<file path="config.mk">
export PLATFORM = sky130hd
export DESIGN_NAME = cnt_chain
export DESIGN_NICKNAME = d
export VERILOG_FILES = /design/src/rtl/cnt_pkg.sv /design/src/rtl/stage_ctl.sv /design/src/rtl/stage_reg.sv /design/src/rtl/stage_tc.sv /design/src/rtl/cnt_stage.sv /design/src/rtl/cnt_chain.sv
export SDC_FILE = /design/constraint.sdc
export NUM_CORES = 1
export LEC_CHECK = 0
export ABC_AREA = 1
export BUFFER_PORTS_ARGS = -buffer_cell sky130_fd_sc_hd__buf_2
export CAP_MARGIN = 20
export CORE_AREA = 2 2 39 41
export DETAILED_ROUTE_END_ITERATION = 12
export DIE_AREA = 0 0 41 43
export GPL_TIMING_DRIVEN = 0
export PLACE_DENSITY = 0.67
export SLEW_MARGIN = 20
export SYNTH_ARGS = -nofsm -noshare
export SYNTH_HDL_FRONTEND = slang
export SYNTH_SLANG_ARGS = --single-unit
</file>
<file path="constraint.sdc">
create_clock -name clk -period 1.4 [get_ports clk]
set_input_delay 0.14 -clock clk [delete_from_list [all_inputs] [get_ports clk]]
set_output_delay 0.14 -clock clk [all_outputs]
set_load 0.02 [all_outputs]
</file>
<file path="src/rtl/cnt_pkg.sv">
// Shared types for the cascadable counter.
package cnt_pkg;
    // Operation chosen for a stage on the next rising edge, listed by rising priority.
    typedef enum logic [1:0] {
        OP_HOLD  = 2'd0,
        OP_INC   = 2'd1,
        OP_LOAD  = 2'd2,
        OP_CLEAR = 2'd3
    } stage_op_e;
endpackage

</file>
<file path="src/rtl/stage_ctl.sv">
// Priority decode for one stage: clear beats load, load beats counting.
// Assumes all control inputs are synchronous to the stage clock.
module stage_ctl
    import cnt_pkg::*;
(
    input  logic      clear_n,
    input  logic      load_n,
    input  logic      en_p,
    input  logic      en_t,
    output stage_op_e op
);
    // Select the operation for the coming edge.
    always_comb begin
        if (!clear_n)         op = OP_CLEAR;
        else if (!load_n)     op = OP_LOAD;
        else if (en_p && en_t) op = OP_INC;
        else                  op = OP_HOLD;
    end
endmodule

</file>
<file path="src/rtl/stage_reg.sv">
// State register of one stage. Applies the decoded operation on the rising edge.
// Increment wraps naturally at the width limit.
module stage_reg
    import cnt_pkg::*;
#(
    parameter int W = 4
) (
    input  logic         clk,
    input  stage_op_e    op,
    input  logic [W-1:0] d,
    output logic [W-1:0] q
);
    localparam logic [W-1:0] ONE = W'(1);

    // Update the stage value according to the operation.
    always_ff @(posedge clk) begin
        unique case (op)
            OP_CLEAR: q <= '0;
            OP_LOAD:  q <= d;
            OP_INC:   q <= q + ONE;
            default:  q <= q;
        endcase
    end
endmodule

</file>
<file path="src/rtl/stage_tc.sv">
// Terminal-count flag of one stage: carry enable AND value at all ones.
// Purely combinational, so a cascade forms a look-ahead carry chain.
module stage_tc #(
    parameter int W = 4
) (
    input  logic [W-1:0] q,
    input  logic         en_t,
    output logic         tc
);
    // Flag all ones when the carry enable is present.
    always_comb tc = en_t && (q == {W{1'b1}});
endmodule

</file>
<file path="src/rtl/cnt_stage.sv">
// One counter stage: control decode, state register and terminal-count flag.
module cnt_stage
    import cnt_pkg::*;
#(
    parameter int W = 4
) (
    input  logic         clk,
    input  logic         clear_n,
    input  logic         load_n,
    input  logic         en_p,
    input  logic         en_t,
    input  logic [W-1:0] d,
    output logic [W-1:0] q,
    output logic         tc
);
    stage_op_e op;

    stage_ctl u_ctl (
        .clear_n (clear_n),
        .load_n  (load_n),
        .en_p    (en_p),
        .en_t    (en_t),
        .op      (op)
    );

    stage_reg #(.W(W)) u_reg (
        .clk (clk),
        .op  (op),
        .d   (d),
        .q   (q)
    );

    stage_tc #(.W(W)) u_tc (
        .q    (q),
        .en_t (en_t),
        .tc   (tc)
    );
endmodule

</file>
<file path="src/rtl/cnt_chain.sv">
// Chain of STAGES counter stages. The stages share clock, clear, load and the
// parallel enable. Each stage's carry enable is the terminal count of the stage
// below it. The lowest stage takes cnt_en_t. tc is the top stage's flag.
module cnt_chain #(
    parameter int STAGE_W = 4,
    parameter int STAGES  = 2
) (
    input  logic                        clk,
    input  logic                        clear_n,
    input  logic                        load_n,
    input  logic                        cnt_en_p,
    input  logic                        cnt_en_t,
    input  logic [STAGE_W*STAGES-1:0]   din,
    output logic [STAGE_W*STAGES-1:0]   count,
    output logic                        tc
);
    localparam int TOT = STAGE_W * STAGES;

    logic [STAGES:0] carry;

    // Feed the external carry enable into the lowest stage.
    always_comb carry[0] = cnt_en_t;

    for (genvar k = 0; k < STAGES; k++) begin : g_stage
        cnt_stage #(.W(STAGE_W)) u_stage (
            .clk     (clk),
            .clear_n (clear_n),
            .load_n  (load_n),
            .en_p    (cnt_en_p),
            .en_t    (carry[k]),
            .d       (din[k*STAGE_W +: STAGE_W]),
            .q       (count[k*STAGE_W +: STAGE_W]),
            .tc      (carry[k+1])
        );
    end

    // The top stage's flag is the chain's terminal count.
    always_comb tc = carry[STAGES];
endmodule

</file>
# --- After elaboration in Yosys (flattened, before gate mapping) ---
# Cells that the tools add are included.
word_totals:
  register_bits: 8
  in_bits: 13
op_classes:
  muxes: 8
  n_eq_ne: 8
  n_reduce_logical: 6
  addsub: 2
op_table:
  columns: ["op", "count"]
  rows:
  - ["one-hot mux 4 bit (3 select lines)", 2]
  - ["adder 4 x 1 -> 4 bit, second input constant", 2]
  - ["equality test 2 bit, second input constant", 4]
  - ["equality test 4 bit, second input constant", 2]
  - ["two-way mux 2 bit", 4]
  - ["nonzero test 3 bit", 2]
  - ["equality test 2 x 1 -> 1 bit, second input constant", 2]
  - ["logical AND 1 bit", 4]
  - ["two-way mux 1 bit", 2]

# --- Depth between registers and ports, before layout ---
# Gate-level depths: netlist (run 1).
depth:
  ltp_word: 8
  depth_mapped: 6
  ltp_nobuf: 6

# --- Modules after synthesis ---
# A second synthesis (run 1) with hierarchy kept.
unflattened:
  cells_unflattened: 70
  hier_area_um2: 588.1
modules_own_cells:
  columns: ["mod", "seq_area_each_um2", "instances", "cells_per_inst", "area_per_inst_um2"]
  rows:
  - ["stage_reg", 120.1, 2, 29, 269.0]
  - ["stage_ctl", 0.0, 2, 3, 12.5]
  - ["stage_tc", 0.0, 2, 3, 12.5]

# --- Worst setup path after synthesis (run 1) ---
# Ideal clock, no wire load.
synth_path:
  path_kind: "flip-flop to flip-flop"
  start: "register g_stage[0].u_stage.u_reg.q[0]"
  end: "register g_stage[1].u_stage.u_reg.q[0], enable pin"
  slack_ns: -0.050
  period_less_slack_ns: 1.450
  path_buffers: 0
  stages_incl_launch_ff: 4
  t_required_ns: 1.065
  setup_time_ns: 0.335
  t_arrival_ns: 1.115
  path_cell_list: "edfxtp_1 -> ha_1 -> nand3_2 -> o21ai_1"
synth_via:
  elab_chain_len: 8
synth_lines:
  columns: ["element", "line", "source"]
  rows:
  - ["start, declared", "stage_reg.sv:11", "output logic [W-1:0] q"]
  - ["start signal, assigned", "stage_reg.sv:20", "OP_INC: q <= q + ONE;"]
  - ["start signal, assigned", "stage_reg.sv:21", "default: q <= q;"]
  - ["equality test 4 bit *", "stage_tc.sv:11", "always_comb tc = en_t && (q == {W{1'b1}});"]
  - ["logical AND 1 bit *", "stage_tc.sv:11", null]
  - ["logical AND 1 bit *", "stage_ctl.sv:16", "else if (en_p && en_t) op = OP_INC;"]
  - ["two-way mux 1 bit *", "stage_ctl.sv:16", null]
  - ["two-way mux 2 bit *", "stage_ctl.sv:15", "else if (!load_n) op = OP_LOAD;"]
  - ["two-way mux 2 bit *", "stage_ctl.sv:14", "if (!clear_n) op = OP_CLEAR;"]
  - ["equality test 2 x 1 -> 1 bit / equality test 2 bit (equally long branches)", "stage_reg.sv:17", "unique case (op)"]
  - ["nonzero test 3 bit (no line) *", null, null]
  - ["end signal, assigned", "stage_reg.sv:20", null]
  - ["end signal, assigned", "stage_reg.sv:21", null]
  - ["end, declared", "stage_reg.sv:11", null]
# Every way passes the cells marked *; elsewhere a longest branch is shown, timed or not.
# A chain may end at the register's enable or synchronous reset.

# --- Final worst setup path (run 1) ---
layout_path:
  start: "register g_stage[1].u_stage.u_reg.q[0]"
  end: "output port tc"
layout_via:
  elab_chain_len: 2
layout_lines:
  columns: ["element", "line", "source"]
  rows:
  - ["equality test 4 bit", "stage_tc.sv:11", null]
  - ["logical AND 1 bit", "stage_tc.sv:11", null]
  - ["end, declared", "cnt_chain.sv:15", "output logic tc"]
# Every way passes these cells.

==> flow_metrics.tcl, run 1 <==
set metrics [dict create \
    syn_to_final_growth_pct 39.1 \
    synth-seq-cells 8 \
    ioPinCount 22 \
    slew_viol_final 0 \
    r2r_slack_ns 0.16 \
    worstMarginPinSlew_ns 0.355 \
    post-route-util_pct 51.8 \
    design_power_total_uw 615 \
    layout_common_cells "21 x nand2_1, 20 x buf_2, 8 x edfxtp_1, 6 x buf_4" \
    fin_nets 105 \
    antenna_cells 0 \
    ir_drop_uv 358 \
    start_util_pct 37.3 \
    grt_pass1_wl_mm 1.72 \
    top_register "g_stage.u_stage.u_reg.q" \
    finalHoldWorstSlack_ns 0.155 \
    syn-instance-count 59 \
    largest_reg_flops 8 \
    wl_met1_um 465 \
    routed.top_layer "met4" \
    viasPerCell 4.71 \
    post_dp_cell_area_sq_um 644 \
    layout.cells.non_filler 104 \
    skew_ns 0.00467 \
    die_w_um 41 \
    ys_warn_count 0 \
    dp_cells 96 \
    layout_commonest_cell "nand2_1" \
    die_h_um 43 \
    coreArea_sq_um 1380 \
    die_area_sq_um 1760 \
    cap_violations 0 \
    grt-ovfl-total 0 \
    period_needed_ns 1.35 \
    finalWirelength_mm 1.11 \
    grt_pass1_vias 453 \
    clock_sinks 8 \
    hold_viol 0 \
    rsz0062_at_grt "no" \
    fin_tns_setup_ns 0 \
    postCtsHoldBufs 0 \
    htree_levels 1 \
    clock_latency_ns 0.25 \
    vias 490 \
    route.met2.wl_um 610 \
    grt_antenna_before_repair 0 \
    critical-path-max-stage-delay_ns 0.41 \
    cts_tree "done" \
    final_layout_size_suffix_gt1_share_pct 48.9 \
    cts-root-buf "clkbuf_4" \
    finalWorstSetupSlack_ns 0.0473 \
    cp_slowest_cell "edfxtp_1" \
    crit_required_ns 1.26 \
    worstPathArrival_ns 1.21 \
    post-place-ws_ns 0.0452 \
    wl_met3_um 28 \
    fmax_mhz 739 \
    static-leakage-power_nw 0.360 \
    ys_seq_area_share_pct 46.6 \
    post-dp-hpwl_um 820 \
    status "finished clean" \
    cts_buffers 3 \
    biggestRegsByFlops "g_stage.u_stage.u_reg.q (8)" \
    cts_buffer_depth 2 \
    drc 0 \
    grt_max_degree 9 \
    critical_path_class "register to output port" \
    avgSynthCellArea_sq_um 8.74 \
    row_count 14 \
    setup_viol 0 \
    grt_util_all_layers_pct 14.5 \
    worstPathMaxFanout 2 \
    fin_crit_sh_pct 96.6 \
    routedWlPerCell_um 10.7 \
    syn_area_sq_um 515 \
    powerDensity_nw_per_um2 858 \
    port_buffers 21 \
    cp_cell_sequence "ha_1 > nand4_1 > nor2_1 > buf_4" \
    synth_fp_nets 74 \
    cts.clk_slew.worst_paths_ns 0.06 \
    drtPass1Iterations 2 \
    drtIter0Drc 3 \
    relSlewSlack_pct 76.3 \
    fin_area_sq_um 717 \
    critPathCaptureType "output port" \
    hold_path.class "input port to register" \
    gp_congestion 0.722 \
    start_kind "register" \
    antenna_left 0 \
    ys_types 17 \
]
[critical path: cells and delay by family, from the launching register on]
family        cells  cell delay, ns
flops             1            0.41
fa+ha+maj         1            0.25
simple gates      2            0.15
buf+inv           1            0.15
[timing repair]
item	in CTS	in global routing
resized for setup	1	2
buffers inserted	3	2
endpoints found under the setup margin	1	1
hold endpoints to repair	0	0
pin swaps	0	1
[report_power, final]
group | total (mW) | leakage, nW | internal (mW) | switching, mW
logic | 0.133 | 0.258 | 0.0563 | 0.0764
registers | 0.303 | 0.0888 | 0.285 | 0.0177
clock network | 0.180 | 0.0138 | 0.0983 | 0.0814
[kinds of logic (layout without fill, tap and decap cells)]
logic type | after synthesis | in the layout | share of synthesized area [%]
XOR/XNOR | 1 | 1 | 1.70
flip-flops | 8 | 8 | 46.6
AND/OR/NAND/NOR | 38 | 38 | 37.1
AO/OA/AOI/OAI | 4 | 4 | 5.34
adder cells (fa/ha/maj) | 2 | 2 | 4.85
buffers and inverters | 6 | 35 | 4.37
[layout make-up]
type | count | area (sq um)
Inverter | 6 | 22.5
Sequential cell | 8 | 240
Multi-Input combinational cell | 45 | 267
Tap cell | 16 | 20.0
Timing Repair Buffer | 26 | 145
Clock buffer | 3 | 22.5
Fill cell | 144 | 667
[per-layer routing]
metal	up-vias	GRT usage, %
met3	2	3.14
met1	223	16.3
met4	0	8.00
met5	-	0
met2	8	23.8
li1	257	-
[cell usage after synthesis]
| cell type | number | share of area, % |
|---|---|---|
| nor2_1 | 1 | 0.73 |
| nor2_4 | 1 | 2.2 |
| xnor2_1 | 1 | 1.7 |
| inv_2 | 2 | 1.5 |
| nand2_4 | 1 | 2.2 |
| nand2_2 | 3 | 3.6 |
| nor2_2 | 2 | 2.4 |
| nand3_2 | 1 | 1.9 |
| or2_0 | 1 | 1.2 |
| o21ai_1 | 2 | 1.9 |
| o21ai_2 | 2 | 3.4 |
| edfxtp_1 | 8 | 47 |
| nand3_1 | 4 | 3.9 |
| nand2_1 | 21 | 15 |
| nand4_1 | 3 | 3.6 |
| inv_1 | 4 | 2.9 |
| ha_1 | 2 | 4.9 |
[final timing paths]
path	from	to	cells past startpoint
max	g_stage[1].u_stage.u_reg.q[0]$_DFFE_PP_	tc	4
min	din[7]	g_stage[1].u_stage.u_reg.q[3]$_DFFE_PP_	3
max reg2reg	g_stage[0].u_stage.u_reg.q[0]$_DFFE_PP_	g_stage[1].u_stage.u_reg.q[0]$_DFFE_PP_	3
min reg2reg	g_stage[1].u_stage.u_reg.q[1]$_DFFE_PP_	g_stage[1].u_stage.u_reg.q[1]$_DFFE_PP_	3
(Power assumes the default switching activity.)
==> run 2, diff against run 1 <==
--- a/config.mk
+++ b/config.mk
@@ -8,2 +8,3 @@
 export ABC_AREA = 1
+export ABC_CLOCK_PERIOD_IN_PS = 1400
 export BUFFER_PORTS_ARGS = -buffer_cell sky130_fd_sc_hd__buf_2
==> constraint.sdc (replaced) <==
create_clock -name clk -period 1.4 [get_ports clk]
set_input_delay 0.07 -clock clk [delete_from_list [all_inputs] [get_ports clk]]
set_output_delay 0.07 -clock clk [all_outputs]
set_load 0.02 [all_outputs]
==> run 2 against run 1 <==
Wire length grew 2.9%. Hold slack lost 0.079 ns. Power grew 0.61%. Flip-flop and latch count is the same. Global-route usage grew 0.40 points. Register-to-register slack lost 0.06 ns. Combinational power shrank 5%. Critical path depth is the same. Die area is the same. Utilization shrank 0.54 points. Worst setup slack gained 0.0057 ns. Via count grew 1.0%.
==> flow_metrics.tcl, run 2 (synthesis gave the netlist of run 1 again) <==
set metrics [dict create \
    status "finished clean" \
    die_area_sq_um 1760 \
    relSlewSlack_pct 77.4 \
    start_util_pct 37.3 \
    finalWirelength_mm 1.14 \
    fmax_mhz 742 \
    drc 0 \
    skew_ns 0.00782 \
    start_kind "register" \
    layout_commonest_cell "nand2_1" \
    final_layout_size_suffix_gt1_share_pct 48.3 \
    die_h_um 43 \
    die_w_um 41 \
    drtPass1Iterations 4 \
    post-dp-hpwl_um 820 \
    filler_cell_count 146 \
    critPathLaunch "g_stage[1].u_stage.u_reg.q[0]$_DFFE_PP_" \
    drtIter0Drc 4 \
    cts_tree "done" \
    clock_latency_ns 0.26 \
    cap_violations 0 \
    hold_path.class "input port to register" \
    vias 495 \
    worstPathMaxFanout 4 \
    grt_util_all_layers_pct 14.9 \
    cts.clk_slew.worst_paths_ns 0.06 \
    grt_pass1_vias 456 \
    largest_reg_flops 8 \
    dp_cells 96 \
    period_needed_ns 1.35 \
    fin_nets 104 \
    multi_input_area_sq_um 267 \
    static-leakage-power_nw 0.355 \
    critPathCaptureType "output port" \
    routedWlPerCell_um 11.1 \
    min_from "din[7]" \
    cts-root-buf "clkbuf_4" \
    port_buffers 21 \
    powerDensity_nw_per_um2 872 \
    gp_congestion 0.722 \
    fin_crit_sh_pct 96.2 \
    viasPerCell 4.81 \
    cts_buffer_depth 2 \
    critical_path_class "register to output port" \
    syn_to_final_growth_pct 37.6 \
    slew_viol_final 0 \
    ioPinCount 22 \
    layout_common_cells "21 x nand2_1, 20 x buf_2, 8 x edfxtp_1, 5 x buf_4" \
    ir_drop_uv 354 \
    grt_pass1_wl_mm 1.74 \
    grt_max_degree 9 \
    antenna_left 0 \
    fin_tns_setup_ns 0 \
    htree_levels 1 \
    regArea_sq_um 240 \
    grt-ovfl-total 0 \
    worstPathArrival_ns 1.28 \
    r2r-start "g_stage[0].u_stage.u_reg.q[1]$_DFFE_PP_" \
    crit_required_ns 1.33 \
    worstMarginPinSlew_ns 0.338 \
    grt_antenna_before_repair 0 \
    antenna_cells 0 \
    top_register "g_stage.u_stage.u_reg.q" \
    clock_sinks 8 \
    coreArea_sq_um 1380 \
    biggestRegsByFlops "g_stage.u_stage.u_reg.q (8)" \
    cts_buffers 3 \
    hold_viol 0 \
    layout.cells.non_filler 103 \
    setup_viol 0 \
    row_count 14 \
]
run 2: report_power, final:
part / switching [mW] / internal [mW]
clock network: 0.0864 / 0.0987
registers: 0.0214 / 0.285
logic: 0.0729 / 0.0543
total: 0.181 / 0.438
run 2: final timing paths:
| check | endpoint | slack [ns] | cells after the start |
|---|---|---|---|
| worst min-delay path | g_stage[1].u_stage.u_reg.q[3]$_DFFE_PP_ | 0.08 | 3 |
| worst max-delay path | tc | 0.05 | 4 |
| worst max register to register | g_stage[1].u_stage.u_reg.q[0]$_DFFE_PP_ | 0.10 | 3 |
| worst min register to register | g_stage[0].u_stage.u_reg.q[1]$_DFFE_PP_ | 0.71 | 3 |
run 2: critical path, cell delays in order (launching register included):
cell and delay (ns):
edfxtp_1 0.45, ha_1 0.27, nand4_1 0.11, nor2_1 0.05
buf_4 0.15
run 2: stage by stage:
| stage | power, mW | hold slack [ns] | utilization [%] | instance area (sq um) | worst slack (ns) |
|---|---|---|---|---|---|
| after floorplan | 0.374 | 0.256 | - | 519 | 0.0273 |
| after global routing | 0.654 | 0.0771 | 51.3 | 709 | -0.00884 |
| final | 0.619 | 0.0762 | 51.3 | 709 | 0.0529 |
| after global placement | 0.420 | 0.343 | 46.6 | 644 | 0.0355 |
| after CTS | 0.612 | 0.0726 | 48.7 | 674 | 0.0128 |
| after detailed placement | 0.423 | 0.344 | 46.6 | 644 | 0.0452 |
run 2: metal layers:
| metal | GRT usage [%] | vias up | share of wire (%) | wire length [um] |
|---|---|---|---|---|
| li1 | - | 255 | - | - |
| met1 | 16.3 | 230 | 41 | 464 |
| met2 | 24.1 | 8 | 56 | 635 |
| met3 | 1.57 | 2 | 2.5 | 29 |
| met4 | 12.0 | 0 | 1.2 | 14 |
| met5 | 0 | - | 0 | 0 |
run 2: cell type report:
type / count / area share [%]
inverter: 6 / 3.17
sequential: 8 / 33.9
timing repair buffer: 25 / 19.4
tap: 16 / 2.82
multi-input combinational: 45 / 37.6
clock buffer: 3 / 3.17
run 2: what timing repair did:
action / 4_1_cts / 5_1_grt
resized for setup: 0 / 3
hold buffers: 0 / 0
setup buffers: 1 / 3
setup endpoints to repair: 1 / 5
pin swaps: 0 / 2
==> run 3, diff against run 2 <==
- GPL_TIMING_DRIVEN: 0 -> unset
==> run 3 against run 2 <==
Clock skew decreased by 0.0037 ns. Via count down 6.3%. Clock power is 6% lower. Fmax is 2.8% higher. Critical path depth unchanged. Clock-buffer cell count stayed put. Sequential power down 2%. Sequential share of layout area up 0.86 points. Combinational power hardly changed. Register-to-register slack improved by 0.06 ns. Critical endpoint unchanged. Largest power group unchanged.
==> flow_metrics.tcl, run 3 (synthesis gave the netlist of run 1 again) <==
set metrics [dict create \
    hold_path.class "input port to register" \
    clock_sinks 8 \
    critPathCaptureType "output port" \
    drtPass1Iterations 4 \
    syn_to_final_growth_pct 34.2 \
    start_kind "register" \
    period_needed_ns 1.31 \
    port_buffers 21 \
    antenna_cells 0 \
    cap_violations 0 \
    grt_pass1_wl_mm 1.79 \
    biggestRegsByFlops "g_stage.u_stage.u_reg.q (8)" \
    post-route-util_pct 50.0 \
    slew_viol_final 0 \
    grt-ovfl-total 0 \
    ioPinCount 22 \
    htree_levels 1 \
    relSlewSlack_pct 77.2 \
    grt_max_degree 9 \
    fmax_mhz 763 \
    top_register "g_stage.u_stage.u_reg.q" \
    fin_nets 103 \
    die_area_sq_um 1760 \
    vias 464 \
    grt_pass1_vias 462 \
    finalWirelength_mm 1.05 \
    drc 0 \
    largest_reg_flops 8 \
    drtIter0Drc 6 \
    status "finished clean" \
    critical_path_class "register to output port" \
    fin_crit_sh_pct 93.6 \
    rsz0062_at_grt "no" \
    hold_viol 0 \
    cts_tree "done" \
    worstMarginPinSlew_ns 0.342 \
    static-leakage-power_nw 0.350 \
    viasPerCell 4.55 \
    coreArea_sq_um 1380 \
    post-dp-hpwl_um 858 \
    filler_cell_count 145 \
    row_count 14 \
    cp_slowest_cell "edfxtp_1" \
    cp_cell_sequence "ha_2 > nand3_2 > nor2_1 > buf_2" \
    clock_latency_ns 0.25 \
    worstPathMaxFanout 4 \
    critical-path-max-stage-delay_ns 0.35 \
    cts-root-buf "clkbuf_4" \
    routedWlPerCell_um 10.3 \
    ir_drop_uv 396 \
    powerDensity_nw_per_um2 867 \
    antenna_left 0 \
    crit_required_ns 1.33 \
    final_layout_size_suffix_gt1_share_pct 47.7 \
    setup_viol 0 \
    grt_util_all_layers_pct 15.0 \
    layout_common_cells "21 x nand2_1, 21 x buf_2, 8 x edfxtp_1, 4 x inv_1, 4 x nand3_1" \
    postCtsHoldBufs 0 \
    die_h_um 43 \
    cts.clk_slew.worst_paths_ns 0.06 \
    grt_antenna_before_repair 0 \
    fin_tns_setup_ns 0 \
    skew_ns 0.00416 \
    worstPathArrival_ns 1.24 \
    cts_buffer_depth 2 \
    die_w_um 41 \
    start_util_pct 37.3 \
    cts_buffers 3 \
    gp_congestion 0.744 \
]
## run 3: cell count changes in the layout (fill, tap and decap cells not counted), sizes merged
cell / previous run / this run
buf: 25 / 24
## run 3: area by class of cell
type	instances	area, sq um	share of cell area [%]
Clock buffer	3	22.5	3.25
Inverter	6	22.5	3.25
Multi-Input combinational cell	45	259	37.4
Sequential cell	8	240	34.7
Tap cell	16	20.0	2.89
Timing Repair Buffer	24	128	18.4
## run 3: final timing paths
path | slack, ns | start | to | cells after the start
max | 0.09 | g_stage[0].u_stage.u_reg.q[0]$_DFFE_PP_ | tc | 4
min | 0.09 | din[3] | g_stage[0].u_stage.u_reg.q[3]$_DFFE_PP_ | 3
max reg2reg | 0.16 | g_stage[0].u_stage.u_reg.q[0]$_DFFE_PP_ | g_stage[1].u_stage.u_reg.q[2]$_DFFE_PP_ | 3
min reg2reg | 0.69 | g_stage[1].u_stage.u_reg.q[0]$_DFFE_PP_ | g_stage[1].u_stage.u_reg.q[1]$_DFFE_PP_ | 3
## run 3: timing repair
action | in CTS | in global routing
buffers inserted | 0 | 1
endpoints found under the setup margin | 0 | 1
resized for setup | 0 | 1
## run 3: critical path, delay by kind of cell, from the launching register on
kind,cells,cell delay [ns]
fa+ha+maj,1,0.20
buf+inv,1,0.17
simple gates,2,0.27
flops,1,0.35
## run 3: report_power, final
part           internal [mW]  switching [mW]
Clock                 0.0979          0.0749
Sequential             0.285          0.0169
Combinational         0.0515          0.0736
## run 3: layer usage
layer	up-vias	wire [um]	track usage [%]
met3	2	31	3.14
met5	-	0	0
met2	8	501	23.1
met4	0	13	6.00
met1	203	505	19.7
li1	251	-	-
## run 3: stage by stage
step	power (mW)	cells	hold slack, ns	setup slack [ns]	instance area (sq um)
floorplan	0.374	59	0.256	0.0273	519
finish	0.600	102	0.0923	0.0901	692
global placement	0.427	98	0.342	0.174	659
global route	0.638	102	0.0931	0.0228	692
CTS	0.599	101	0.0907	0.0328	682
detailed placement	0.429	98	0.347	0.120	659
